`src/rtl/bcd_phase_pkg.sv`:
```
package bcd_phase_pkg;
  localparam int DIG_W = 4;
  typedef logic [DIG_W-1:0] bcd_t;
endpackage

```
`src/rtl/bcd_digit_add.sv`:
```
module bcd_digit_add
  import bcd_phase_pkg::*;
(
  input  bcd_t a,
  input  bcd_t b,
  input  logic ci,
  output bcd_t s,
  output logic co
);
  logic [DIG_W:0] raw;

  always_comb begin
    raw = {1'b0, a} + {1'b0, b} + {{DIG_W{1'b0}}, ci};
    co  = (raw > 5'd9);
    // decimal adjust: skip the six unused codes
    s   = raw[DIG_W-1:0] + (co ? 4'd6 : 4'd0);
  end
endmodule

```
`src/rtl/bcd_word_add.sv`:
```
module bcd_word_add
  import bcd_phase_pkg::*;
#(
  parameter int DIGITS = 4
) (
  input  logic [DIGITS*DIG_W-1:0] a,
  input  logic [DIGITS*DIG_W-1:0] b,
  input  logic                    cin,
  output logic [DIGITS*DIG_W-1:0] sum,
  output logic                    cout
);
  logic [DIGITS:0] carry;

  assign carry[0] = cin;

  for (genvar g = 0; g < DIGITS; g++) begin : g_dig
    bcd_digit_add u_dig (
      .a  (a[g*DIG_W +: DIG_W]),
      .b  (b[g*DIG_W +: DIG_W]),
      .ci (carry[g]),
      .s  (sum[g*DIG_W +: DIG_W]),
      .co (carry[g+1])
    );
  end

  assign cout = carry[DIGITS];
endmodule

```
`src/rtl/bcd_phase_accum.sv`:
```
module bcd_phase_accum
  import bcd_phase_pkg::*;
#(
  parameter int INT_DIGITS  = 3,
  parameter int FRAC_DIGITS = 5,
  parameter int PH_DIGITS   = 4
) (
  input  logic                                   clk,
  input  logic                                   rst,
  input  logic                                   frame,
  input  logic                                   load,
  input  logic [(INT_DIGITS+FRAC_DIGITS)*4-1:0]  freq_word,
  output logic [(INT_DIGITS+1)*4-1:0]            cycles,
  output logic [PH_DIGITS*4-1:0]                 phase_int,
  output logic [FRAC_DIGITS*4-1:0]               residue
);
  localparam int WORD_W = (INT_DIGITS + FRAC_DIGITS) * DIG_W;
  localparam int INT_W  = INT_DIGITS * DIG_W;
  localparam int FRAC_W = FRAC_DIGITS * DIG_W;
  localparam int PH_W   = PH_DIGITS * DIG_W;
  localparam int CYC_W  = (INT_DIGITS + 1) * DIG_W;

  logic [WORD_W-1:0] act_q;
  logic [WORD_W-1:0] inc_word;
  logic [INT_W-1:0]  inc_int;
  logic [FRAC_W-1:0] inc_frac;
  logic [FRAC_W-1:0] frac_nxt;
  logic              frac_c;
  logic [INT_W-1:0]  cnt_lo;
  logic              cnt_c;
  logic [CYC_W-1:0]  cnt_nxt;
  logic [PH_W-1:0]   ph_nxt;
  logic              ph_wrap;

  // A word on the port counts from the very frame that loads it
  assign inc_word = load ? freq_word : act_q;
  assign inc_int  = inc_word[WORD_W-1 -: INT_W];
  assign inc_frac = inc_word[FRAC_W-1:0];

  bcd_word_add #(.DIGITS(FRAC_DIGITS)) u_frac_add (
    .a    (residue),
    .b    (inc_frac),
    .cin  (1'b0),
    .sum  (frac_nxt),
    .cout (frac_c)
  );

  bcd_word_add #(.DIGITS(INT_DIGITS)) u_cnt_add (
    .a    (inc_int),
    .b    ({INT_W{1'b0}}),
    .cin  (frac_c),
    .sum  (cnt_lo),
    .cout (cnt_c)
  );

  assign cnt_nxt = {{(DIG_W-1){1'b0}}, cnt_c, cnt_lo};

  bcd_word_add #(.DIGITS(PH_DIGITS)) u_ph_add (
    .a    (phase_int),
    .b    (PH_W'(inc_int)),
    .cin  (frac_c),
    .sum  (ph_nxt),
    .cout (ph_wrap)
  );

  always_ff @(posedge clk) begin
    if (rst) begin
      act_q     <= '0;
      cycles    <= '0;
      phase_int <= '0;
      residue   <= '0;
    end else if (frame) begin
      act_q     <= inc_word;
      cycles    <= cnt_nxt;
      phase_int <= ph_nxt;
      residue   <= frac_nxt;
    end
  end
endmodule

```
`config.mk`:
```
export PLATFORM = sky130hd
export DESIGN_NAME = bcd_phase_accum
export DESIGN_NICKNAME = d
export VERILOG_FILES = /design/src/rtl/bcd_phase_pkg.sv /design/src/rtl/bcd_digit_add.sv /design/src/rtl/bcd_word_add.sv /design/src/rtl/bcd_phase_accum.sv
export SDC_FILE = /design/constraint.sdc
export NUM_CORES = 1
export LEC_CHECK = 0
export ABC_AREA = 1
export BUFFER_PORTS_ARGS = -buffer_cell sky130_fd_sc_hd__buf_2
export CAP_MARGIN = 40
export CORE_AREA = 5 5 126 128
export DETAILED_ROUTE_END_ITERATION = 6
export DIE_AREA = 0 0 131 133
export GPL_TIMING_DRIVEN = 0
export HOLD_SLACK_MARGIN = 0.05
export SLEW_MARGIN = 0
export SYNTH_ARGS = -nofsm -noshare
export SYNTH_HDL_FRONTEND = slang
export SYNTH_HIERARCHICAL = 1
export SYNTH_SLANG_ARGS = --single-unit
```
`constraint.sdc`:
```
create_clock -name clk -period 24.6 [get_ports clk]
set_input_delay 4.92 -clock clk [delete_from_list [all_inputs] [get_ports clk]]
set_output_delay 4.92 -clock clk [all_outputs]
set_load 0.01 [all_outputs]
```
==> results of run 1 <==
worst max-delay path by stage:
stage                     from       endpoint  slack (ns)  depth (start not counted)
after floorplan           load  phase_int[14]        7.38                         56
after global placement    load  phase_int[14]        6.49                         56
after detailed placement  load  phase_int[14]        6.39                         56
after CTS                 load  phase_int[14]        6.73                         56
after global routing      load  phase_int[15]        5.97                         64
final                     load  phase_int[14]        6.80                         57
critical path, delay by kind of cell:
| kind | cells | cell delay [ns] |
|---|---|---|
| adder cells (fa/ha/maj) | 20 | 8.76 |
| AND/OR/NAND/NOR | 26 | 2.68 |
| AO/OA/AOI/OAI | 6 | 1.14 |
| buffers and inverters | 5 | 0.54 |
registers in the layout, indices dropped and copies added (netlist names):
register,count
residue,20
cycles,13
act_q,32
phase_int,16
cells in the final DEF, fill, tap and decap left out, types with 24 or more instances in the layout:
cell type	synthesis	routed
nand3_2	30	30
conb_1	1	24
a21oi_1	73	73
buf_2	15	96
inv_1	104	104
dfxtp_1	81	81
ha_1	48	48
nand3_1	62	62
nand2_2	24	24
nand2_1	304	304
fa_1	36	36
nor2_1	76	76
stage by stage:
stage | std cells | util [%] | hold slack [ns] | area, µm² | power, µW
after floorplan | 949 | - | 0.4829 | 6549 | 594.8
after global placement | 1218 | 48.74 | 0.4496 | 7189 | 704.1
after detailed placement | 1218 | 48.74 | 0.4510 | 7189 | 712.8
after CTS | 1234 | 50.85 | 0.4644 | 7501 | 862.4
after global routing | 1234 | 50.85 | 0.4764 | 7501 | 958.1
final | 1234 | 50.85 | 0.4597 | 7501 | 849.8
power groups by stage:
stage               clock network, µW  registers, µW  logic (µW)
floorplan                           0            209         386
global route                      154            204         600
global placement                    0            201         503
CTS                               149            199         514
detailed placement                  0            202         511
finish                            145            198         508
metal layers:
layer	vias up	GRT usage [%]	wire length [µm]
met2	96	27.57	6738
met1	2570	25.39	7164
met3	18	3.997	676
met5	-	0	0
li1	3079	-	-
met4	0	4.286	203
cell families after synthesis:
kind of cell	Yosys count	share of synthesized area, %
compound gates	85	7.164
fa+ha+maj	84	20.45
buf+inv	161	11.19
flops	81	25.09
other cells	1	0.05803
simple gates	514	36.05
final cells by class:
| cell class | count | area, µm² |
|---|---|---|
| Timing Repair Buffer | 81 | 405.4 |
| Clock inverter | 6 | 82.58 |
| Inverter | 124 | 466.7 |
| Buffer | 37 | 256.5 |
| Tap cell | 188 | 235.2 |
| Sequential cell | 81 | 1622 |
| Fill cell | 1593 | 7251 |
| Clock buffer | 10 | 229.0 |
| Multi-Input combinational cell | 707 | 4204 |
==> results.json, run 1 <==
{
  "status": "finished, final reports clean",
  "cp_common_cell": "fa_1",
  "hold_buffers": 0,
  "worstHoldEndpoint": "cycles[8]",
  "switching_power_uw": 373.7,
  "avgViaCountPerCell": 4.670,
  "yosysWarnings": 6,
  "synth_top_area_share_pct": 25.09,
  "synth_largest_area_cell": "dfxtp_1",
  "cts_tree": "yes",
  "dr.pass1.iters": 5,
  "grt_pass1_vias": 5377,
  "synth_area_um2": 6462,
  "vdd_ir_drop_max_mv": 0.06524,
  "ff2ff_path_depth": 54,
  "first_iter_violations": 354,
  "critPathSlowestCell": "fa_1",
  "grt_pass1_wl_um": 25220,
  "ctsLongestPathBuffers": 2,
  "ctsResizeCount": 0,
  "rsz0062_at_grt": "false",
  "worstMarginPinSlew_ns": 0.5179,
  "drive_above_1_share_pct": 21.13,
  "period_share_pct": 72.36,
  "p_sw_share_pct": 43.98,
  "synth.most_common_cell": "nand2_1",
  "hold_class": "flip-flop to flip-flop",
  "ys_top_cells_by_count": "304 x nand2_1, 104 x inv_1, 81 x dfxtp_1",
  "dieArea_um2": 17420,
  "cp.required_ns": 24.87,
  "numCtsBuffers": 9,
  "drv_slew": 0,
  "num_io_pins": 88,
  "hold_viol": 0,
  "pwr-share-comb_pct": 59.7,
  "critPathMaxStageDelay_ns": 0.49,
  "ant_nets": 0,
  "setup_ws_ns": 6.801,
  "preCtsSetupSlack_ns": 6.389,
  "leakagePower_uw": 0.004212,
  "antenna_found_initial": 0,
  "clkPwrFrac_pct": 17.0,
  "synth_cell_types": 23,
  "wire_per_inst_um": 11.98,
  "fmax_mhz": 56.18,
  "drc_errors": 0,
  "cp_max_fo": 10,
  "die_h_um": 133,
  "relSlewSlack_pct": 65.47,
  "syn_to_final_growth_pct": 16.07,
  "num_vias": 5763,
  "track_usage_pct": 17.89,
  "p_seq_share_pct": 23.3,
  "end_kind": "flip-flop",
  "diodes": 0,
  "nets": 1161,
  "fp.coreArea_um2": 14750,
  "startpoint_type": "input pin",
  "cts_sinks": 81,
  "synth_area_per_cell_um2": 6.979,
  "tns_ns": 0,
  "port_buffers": 81,
  "synth_seq_cells": 81,
  "path_clk_slew_ns": 0.06,
  "async_flop_share_pct": 0,
  "finalWeightedCongestion": 0.8498,
  "grt_start_max_net_pins": 14,
  "synth_enable_flop_cells": 0,
  "synthFlopType": "dfxtp_1",
  "drv_cap": 0,
  "ys_top_cells_by_area": "dfxtp_1 25%, nand2_1 18%, fa_1 11%",
  "period_needed_ns": 17.80,
  "postCtsSetupBuffers": 0,
  "reg2reg_to": "phase_int[14]",
  "cts_root_buffer": "clkbuf_16",
  "rrSetupSlack_ns": 11.49,
  "arrival_ns": 18.07,
  "grt-ovfl-total": 0,
  "holdPathStages": 2,
  "hold_path.startpoint": "cycles[8]",
  "r2r-start": "act_q[0]",
  "start_util_pct": 43.81,
  "cts_max_level": 3,
  "rows": 45,
  "setup_viol": 0,
  "ys_seq_area_share_pct": 25.09,
  "insertion_delay_ns": 0.35,
  "power_density_nw_per_um2": 113.3,
  "p_int_uw": 476.1,
  "syn_inst": 926,
  "post-dp-hpwl_um": 11470,
  "final.setup_skew_ns": 0.007820,
  "critical_path_class": "input pin to flip-flop",
  "die_w_um": 131,
  "wl_um": 14780
}
(Power assumes the default switching activity.)
==> run 2: changes to the inputs <==
ABC_AREA = 0   (was 1)
CORE_AREA = 5 5 124 126   (was 5 5 126 128)
DIE_AREA = 0 0 129 131   (was 0 0 131 133)
PLACE_DENSITY = 0.67   (was default)
clock period = 16 ns   (was 24.6 ns; I/O delays follow)
==> run 2 against run 1 <==
Effect of this change:
- the flow now finishes with violations (negative setup slack)
- routed wire length up 3.0%
- register-to-register slack lost 9.6 ns
- clock power rose by 68%
- hold slack better by 0.036 ns
- first-iteration DRC count shrank 23%
- sequential share of layout area down 1.3 points
- largest cell class unchanged
- largest power group unchanged
==> results.json, run 2 <==
{
  "synthFlopType": "dfxtp_1",
  "grt_pass1_vias": 5134,
  "antenna_found_initial": 0,
  "port_buffers": 81,
  "p_sw_share_pct": 38.82,
  "p_seq_share_pct": 20.5,
  "path_clk_slew_ns": 0.06,
  "die_w_um": 129,
  "final_area_um2": 7988,
  "wl_met1_um": 6481,
  "final.setup_skew_ns": 0.005446,
  "cts_tree": "yes",
  "period_needed_ns": 16.80,
  "post-dp-hpwl_um": 11260,
  "dieArea_um2": 16900,
  "wire_per_inst_um": 16.23,
  "cp_max_fo": 3,
  "path_buf_inv": 3,
  "ctsLongestPathBuffers": 2,
  "cts_root_buffer": "clkbuf_16",
  "synth.most_common_cell": "dfxtp_1",
  "status": "finished, violations left",
  "cts_sinks": 81,
  "place_area_um2": 7068,
  "ys_top_cells_by_area": "dfxtp_1 26%, fa_1 12%, ha_1 9.6%",
  "yosysWarnings": 6,
  "vdd_ir_drop_max_mv": 0.1347,
  "violations": "negative setup slack",
  "dr.pass1.iters": 4,
  "synth_enable_flop_cells": 0,
  "grt-ovfl-total": 0,
  "path_delay_family": "adder cells",
  "fp.coreArea_um2": 14200,
  "layout_commonest_cell": "buf_2",
  "rsz0062_at_grt": "true",
  "rows": 44,
  "synth_area_um2": 6225,
  "drive_above_1_share_pct": 42.31,
  "critPathMaxStageDelay_ns": 0.58,
  "switching_power_uw": 546.8,
  "fmax_mhz": 59.52,
  "layout_common_cells": "95 x buf_2, 81 x dfxtp_1, 61 x nor2_1",
  "clkPwrFrac_pct": 17.2,
  "wl_met3_um": 672,
  "arrival_ns": 17.02,
  "start_util_pct": 43.82,
  "wl_um": 15230,
  "drv_cap": 0,
  "period_share_pct": 105.0,
  "synth_seq_cells": 81,
  "place_inst": 884,
  "leakagePower_uw": 0.003728,
  "grt_pass1_wl_um": 24430,
  "num_vias": 4936,
  "regMostFlops": "act_q",
  "cp_common_cell": "fa_2",
  "diodes": 0,
  "final_cells": 938,
  "ys_seq_area_share_pct": 26.05,
  "critPathSlowestCell": "fa_2",
  "cp.required_ns": 16.22,
  "cts_max_level": 3,
  "synth_top_area_share_pct": 26.05,
  "hold_buffers": 0,
  "num_io_pins": 88,
  "synth_area_per_cell_um2": 10.44,
  "fill_cells": 1245,
  "pwr-share-comb_pct": 62.3,
  "reg.largest.list": "act_q x32, residue x20, phase_int x16",
  "syn_inst": 596,
  "hold_class": "flip-flop to flip-flop",
  "worstMarginPinSlew_ns": 0.5944,
  "route.met2.wl_um": 7751,
  "register_area_um2": 1622,
  "ys_top_cells_by_count": "81 x dfxtp_1, 61 x nor2_1, 49 x mux2i_1",
  "synth_cell_types": 25,
  "relSlewSlack_pct": 60.38,
  "finalWeightedCongestion": 0.8409,
  "grt_start_max_net_pins": 15,
  "track_usage_pct": 18.28,
  "avgViaCountPerCell": 5.262,
  "ant_nets": 0,
  "numCtsBuffers": 9,
  "nets": 869,
  "synth_largest_area_cell": "dfxtp_1",
  "top_layer": "met4",
  "startpoint_type": "input pin",
  "setup_viol": 4,
  "async_flop_share_pct": 0,
  "die_h_um": 131,
  "drv_slew": 0,
  "setup_ws_ns": -0.8015,
  "p_int_uw": 861.7,
  "end_kind": "flip-flop",
  "critical_path_class": "input pin to flip-flop",
  "power_density_nw_per_um2": 176.3,
  "hold_viol": 0,
  "drc_errors": 0,
  "insertion_delay_ns": 0.35,
  "syn_to_final_growth_pct": 28.32,
  "largest_reg_flops": 32,
  "first_iter_violations": 272,
  "multi_input_area_um2": 4715
}
run 2: changes by cell type after synthesis, moves of 15 or more:
| cell | previous run | this run |
|---|---|---|
| a21bo_2 | 0 | 22 |
| a21oi_1 | 73 | 34 |
| inv_1 | 104 | 36 |
| inv_2 | 19 | 0 |
| mux2_2 | 0 | 32 |
| mux2i_1 | 0 | 49 |
| nand2_1 | 304 | 0 |
| nand2_2 | 24 | 0 |
| nand3_1 | 62 | 32 |
| nand3_2 | 30 | 0 |
| nor2_1 | 76 | 61 |
| xnor2_1 | 0 | 36 |
run 2: metal layers:
metal | global-route usage, % | vias to the layer above
li1 | - | 2400
met1 | 21.65 | 2413
met2 | 32.38 | 99
met3 | 4.593 | 24
met4 | 6.115 | 0
met5 | 0 | -
run 2: timing repair:
| action | in CTS | in global routing |
|---|---|---|
| endpoints found under the setup margin | 11 | 6 |
| buffers inserted | 23 | 17 |
| resized for setup | 29 | 20 |
| hold endpoints to repair | 0 | 0 |
| pin swaps | 36 | 16 |
run 2: area by class of cell:
type / instances / area share (%)
buffer: 35 / 2.914
tap: 184 / 2.882
multi-input combinational: 466 / 59.02
clock inverter: 6 / 1.316
sequential: 81 / 20.30
clock buffer: 10 / 2.992
timing repair buffer: 120 / 8.882
inverter: 36 / 1.692
run 2: final timing paths:
path	to	slack (ns)	from	cells past startpoint
setup / recovery	phase_int[15]	-0.80	load	54
hold / removal	cycles[9]	0.50	cycles[9]	2
setup reg to reg	phase_int[15]	1.87	act_q[0]	53
hold reg to reg	cycles[9]	0.50	cycles[9]	2
run 2: stage by stage:
stage               total power, µW  setup TNS (ns)  hold slack (ns)  setup WS [ns]  util, %
finish                         1409          -1.864           0.4956        -0.8015    56.24
global route                   1530          -3.657           0.5310         -1.216    56.24
CTS                            1359          -1.645           0.5036        -0.7325    54.55
detailed placement             1020          -15.30           0.4811         -2.669    49.76
global placement              983.6          -12.09           0.4733         -2.339    49.76
floorplan                     861.7               0           0.5312        0.02763        -
run 2: power groups by stage:
stage | sequential, µW | combinational, µW | clock, µW
2_1_floorplan | 306 | 555 | 0
3_3_place_gp | 290 | 693 | 0
3_5_place_dp | 294 | 726 | 0
4_1_cts | 289 | 820 | 249
5_1_grt | 296 | 977 | 257
6_report | 289 | 877 | 243
run 2: logic make-up after synthesis:
group | Yosys count | synth area share (%)
AOI/OAI and AO/OA | 136 | 19.18
and+or+nand+nor | 105 | 8.904
adders and majority gates | 84 | 21.23
muxes | 81 | 13.67
DFF | 81 | 26.05
buffers and inverters | 72 | 5.849
xor gates and xnor gates | 36 | 5.065
other | 1 | 0.06024
run 2: tightest hold or removal path: stages, from the launching register on:
cell and delay, ns:
dfxtp_1 0.32, mux2i_1 0.06, nor2_1 0.07
==> run 3: changes to the inputs <==
CORE_AREA = 5 5 131 133   (was 5 5 124 126)
DIE_AREA = 0 0 136 138   (was 0 0 129 131)
PLACE_DENSITY = default   (was 0.67)
==> run 3 against run 2 <==
Effect of this change:
- the run still ends with negative setup slack left
- count of clock-buffer cells in the layout did not move
- die area rose by 11%
- non-clock buffer count fell by 1
- cell area barely moved
- first-iteration DRC count fell by 47%
- hold slack improved by 0.0013 ns
- power fell by 1.2%
- critical path depth did not move
- critical path type unchanged
- critical endpoint unchanged
- cell count rose by 3.3%
- sequential share of layout area barely moved
==> results.json, run 3 (synthesis results as in run 2) <==
{
  "status": "finished, violations left",
  "violations": "negative setup slack",
  "grt_pass1_vias": 5253,
  "crit_start": "load",
  "drv_cap": 0,
  "end_kind": "flip-flop",
  "startpoint_type": "input pin",
  "layout_common_cells": "95 x buf_2, 81 x dfxtp_1, 61 x nor2_1",
  "numCtsBuffers": 9,
  "cp_max_fo": 3,
  "relSlewSlack_pct": 61.68,
  "ctsLongestPathBuffers": 2,
  "leakagePower_uw": 0.003718,
  "setup_viol": 3,
  "rows": 46,
  "insertion_delay_ns": 0.35,
  "hold_viol": 0,
  "reg.largest.list": "act_q x32, residue x20, phase_int x16",
  "first_iter_violations": 145,
  "power_density_nw_per_um2": 174.0,
  "die_w_um": 136,
  "hold_path.startpoint": "cycles[5]",
  "critPathSlowestCell": "fa_2",
  "worstMarginPinSlew_ns": 0.5748,
  "grt_pass1_wl_um": 25540,
  "critical_path_class": "input pin to flip-flop",
  "period_needed_ns": 16.86,
  "vdd_ir_drop_max_mv": 0.08424,
  "arrival_ns": 17.07,
  "avgViaCountPerCell": 5.062,
  "path_clk_slew_ns": 0.06,
  "dieArea_um2": 18770,
  "ant_nets": 0,
  "cp_common_cell": "fa_2",
  "drc_errors": 0,
  "syn_to_final_growth_pct": 28.42,
  "final.setup_skew_ns": 0.006196,
  "dr.pass1.iters": 4,
  "cts_tree": "yes",
  "antenna_found_initial": 0,
  "nets": 868,
  "num_vias": 4905,
  "hold_buffers": 0,
  "period_share_pct": 105.4,
  "cts_root_buffer": "clkbuf_16",
  "drive_above_1_share_pct": 41.57,
  "setup_ws_ns": -0.8583,
  "rsz0062_at_grt": "true",
  "critPathMaxStageDelay_ns": 0.55,
  "num_io_pins": 88,
  "largest_reg_flops": 32,
  "wl_um": 15550,
  "port_buffers": 81,
  "wire_per_inst_um": 16.05,
  "hold_class": "flip-flop to flip-flop",
  "diodes": 0,
  "layout_commonest_cell": "buf_2",
  "finalWeightedCongestion": 0.8546,
  "grt_start_max_net_pins": 14,
  "drv_slew": 0,
  "cts_sinks": 81,
  "fmax_mhz": 59.32,
  "regMostFlops": "act_q",
  "cp.required_ns": 16.22,
  "preCtsSetupSlack_ns": -2.741,
  "tns_ns": -1.996,
  "die_h_um": 138,
  "grt-ovfl-total": 0,
  "post-dp-hpwl_um": 11590,
  "track_usage_pct": 16.75,
  "cts_max_level": 3,
  "start_util_pct": 39.62,
  "r2r-start": "act_q[0]",
  "fp.coreArea_um2": 15710
}
## run 3: changes by cell type in the layout (fill, tap and decap cells not counted), sizes merged
cell    delta
bufinv     +1
clkinv     -1
buf        -1
## run 3: layer usage
metal / up-vias / track usage, % / wire length, µm
met1: 2385 / 19.60 / 6498
met4: 0 / 5.040 / 291
met3: 20 / 4.245 / 716
met5: - / 0 / 0
met2: 93 / 29.86 / 8044
li1: 2407 / - / -
## run 3: metrics by stage
| step | area (µm²) | cells | hold slack, ns | total power (µW) | utilization (%) |
|---|---|---|---|---|---|
| finish | 7994 | 969 | 0.4969 | 1391 | 50.88 |
| global route | 7994 | 969 | 0.5417 | 1511 | 50.88 |
| CTS | 7816 | 954 | 0.5039 | 1364 | 49.75 |
| detailed placement | 7108 | 916 | 0.4791 | 1019 | 45.24 |
| global placement | 7108 | 916 | 0.4771 | 988.1 | 45.24 |
| floorplan | 6432 | 619 | 0.5312 | 861.7 | - |
## run 3: worst max-delay path: cells and delay by family
family                   cells  cell delay [ns]
AND/OR/NAND/NOR              1             0.06
buffers and inverters        2             0.13
XOR/XNOR                     2             0.27
multiplexers                 2             0.45
adder cells (fa/ha/maj)     20             7.77
AO/OA/AOI/OAI               27             5.18
## run 3: what timing repair did
action                                  4_1_cts  5_1_grt
endpoints found under the setup margin       11        8
setup buffers                                23       15
hold endpoints to repair                      0        0
pin swaps                                    35       10
cloned                                        0        0
resized for setup                            29       11
## run 3: power by group
part,internal (µW),switching (µW),total [µW]
clock network,168,88.6,256
logic,438,410,848
registers,248,39.1,287
## run 3: path summary, 6_finish.rpt
path / endpoint / slack [ns] / cells after the start
worst min-delay path: cycles[5] / 0.50 / 2
worst max-delay path: phase_int[15] / -0.86 / 54
worst max register to register: phase_int[15] / 1.82 / 53
worst min register to register: cycles[5] / 0.50 / 2
## run 3: cell type report
| cell class | instances | area (µm²) |
|---|---|---|
| tap | 216 | 270.3 |
| buffer | 35 | 232.7 |
| clock inverter | 6 | 130.1 |
| timing repair buffer | 119 | 690.7 |
| fill | 1458 | 7719 |
| sequential | 81 | 1622 |
| inverter | 36 | 135.1 |
| multi-input combinational | 466 | 4684 |
| clock buffer | 10 | 229.0 |
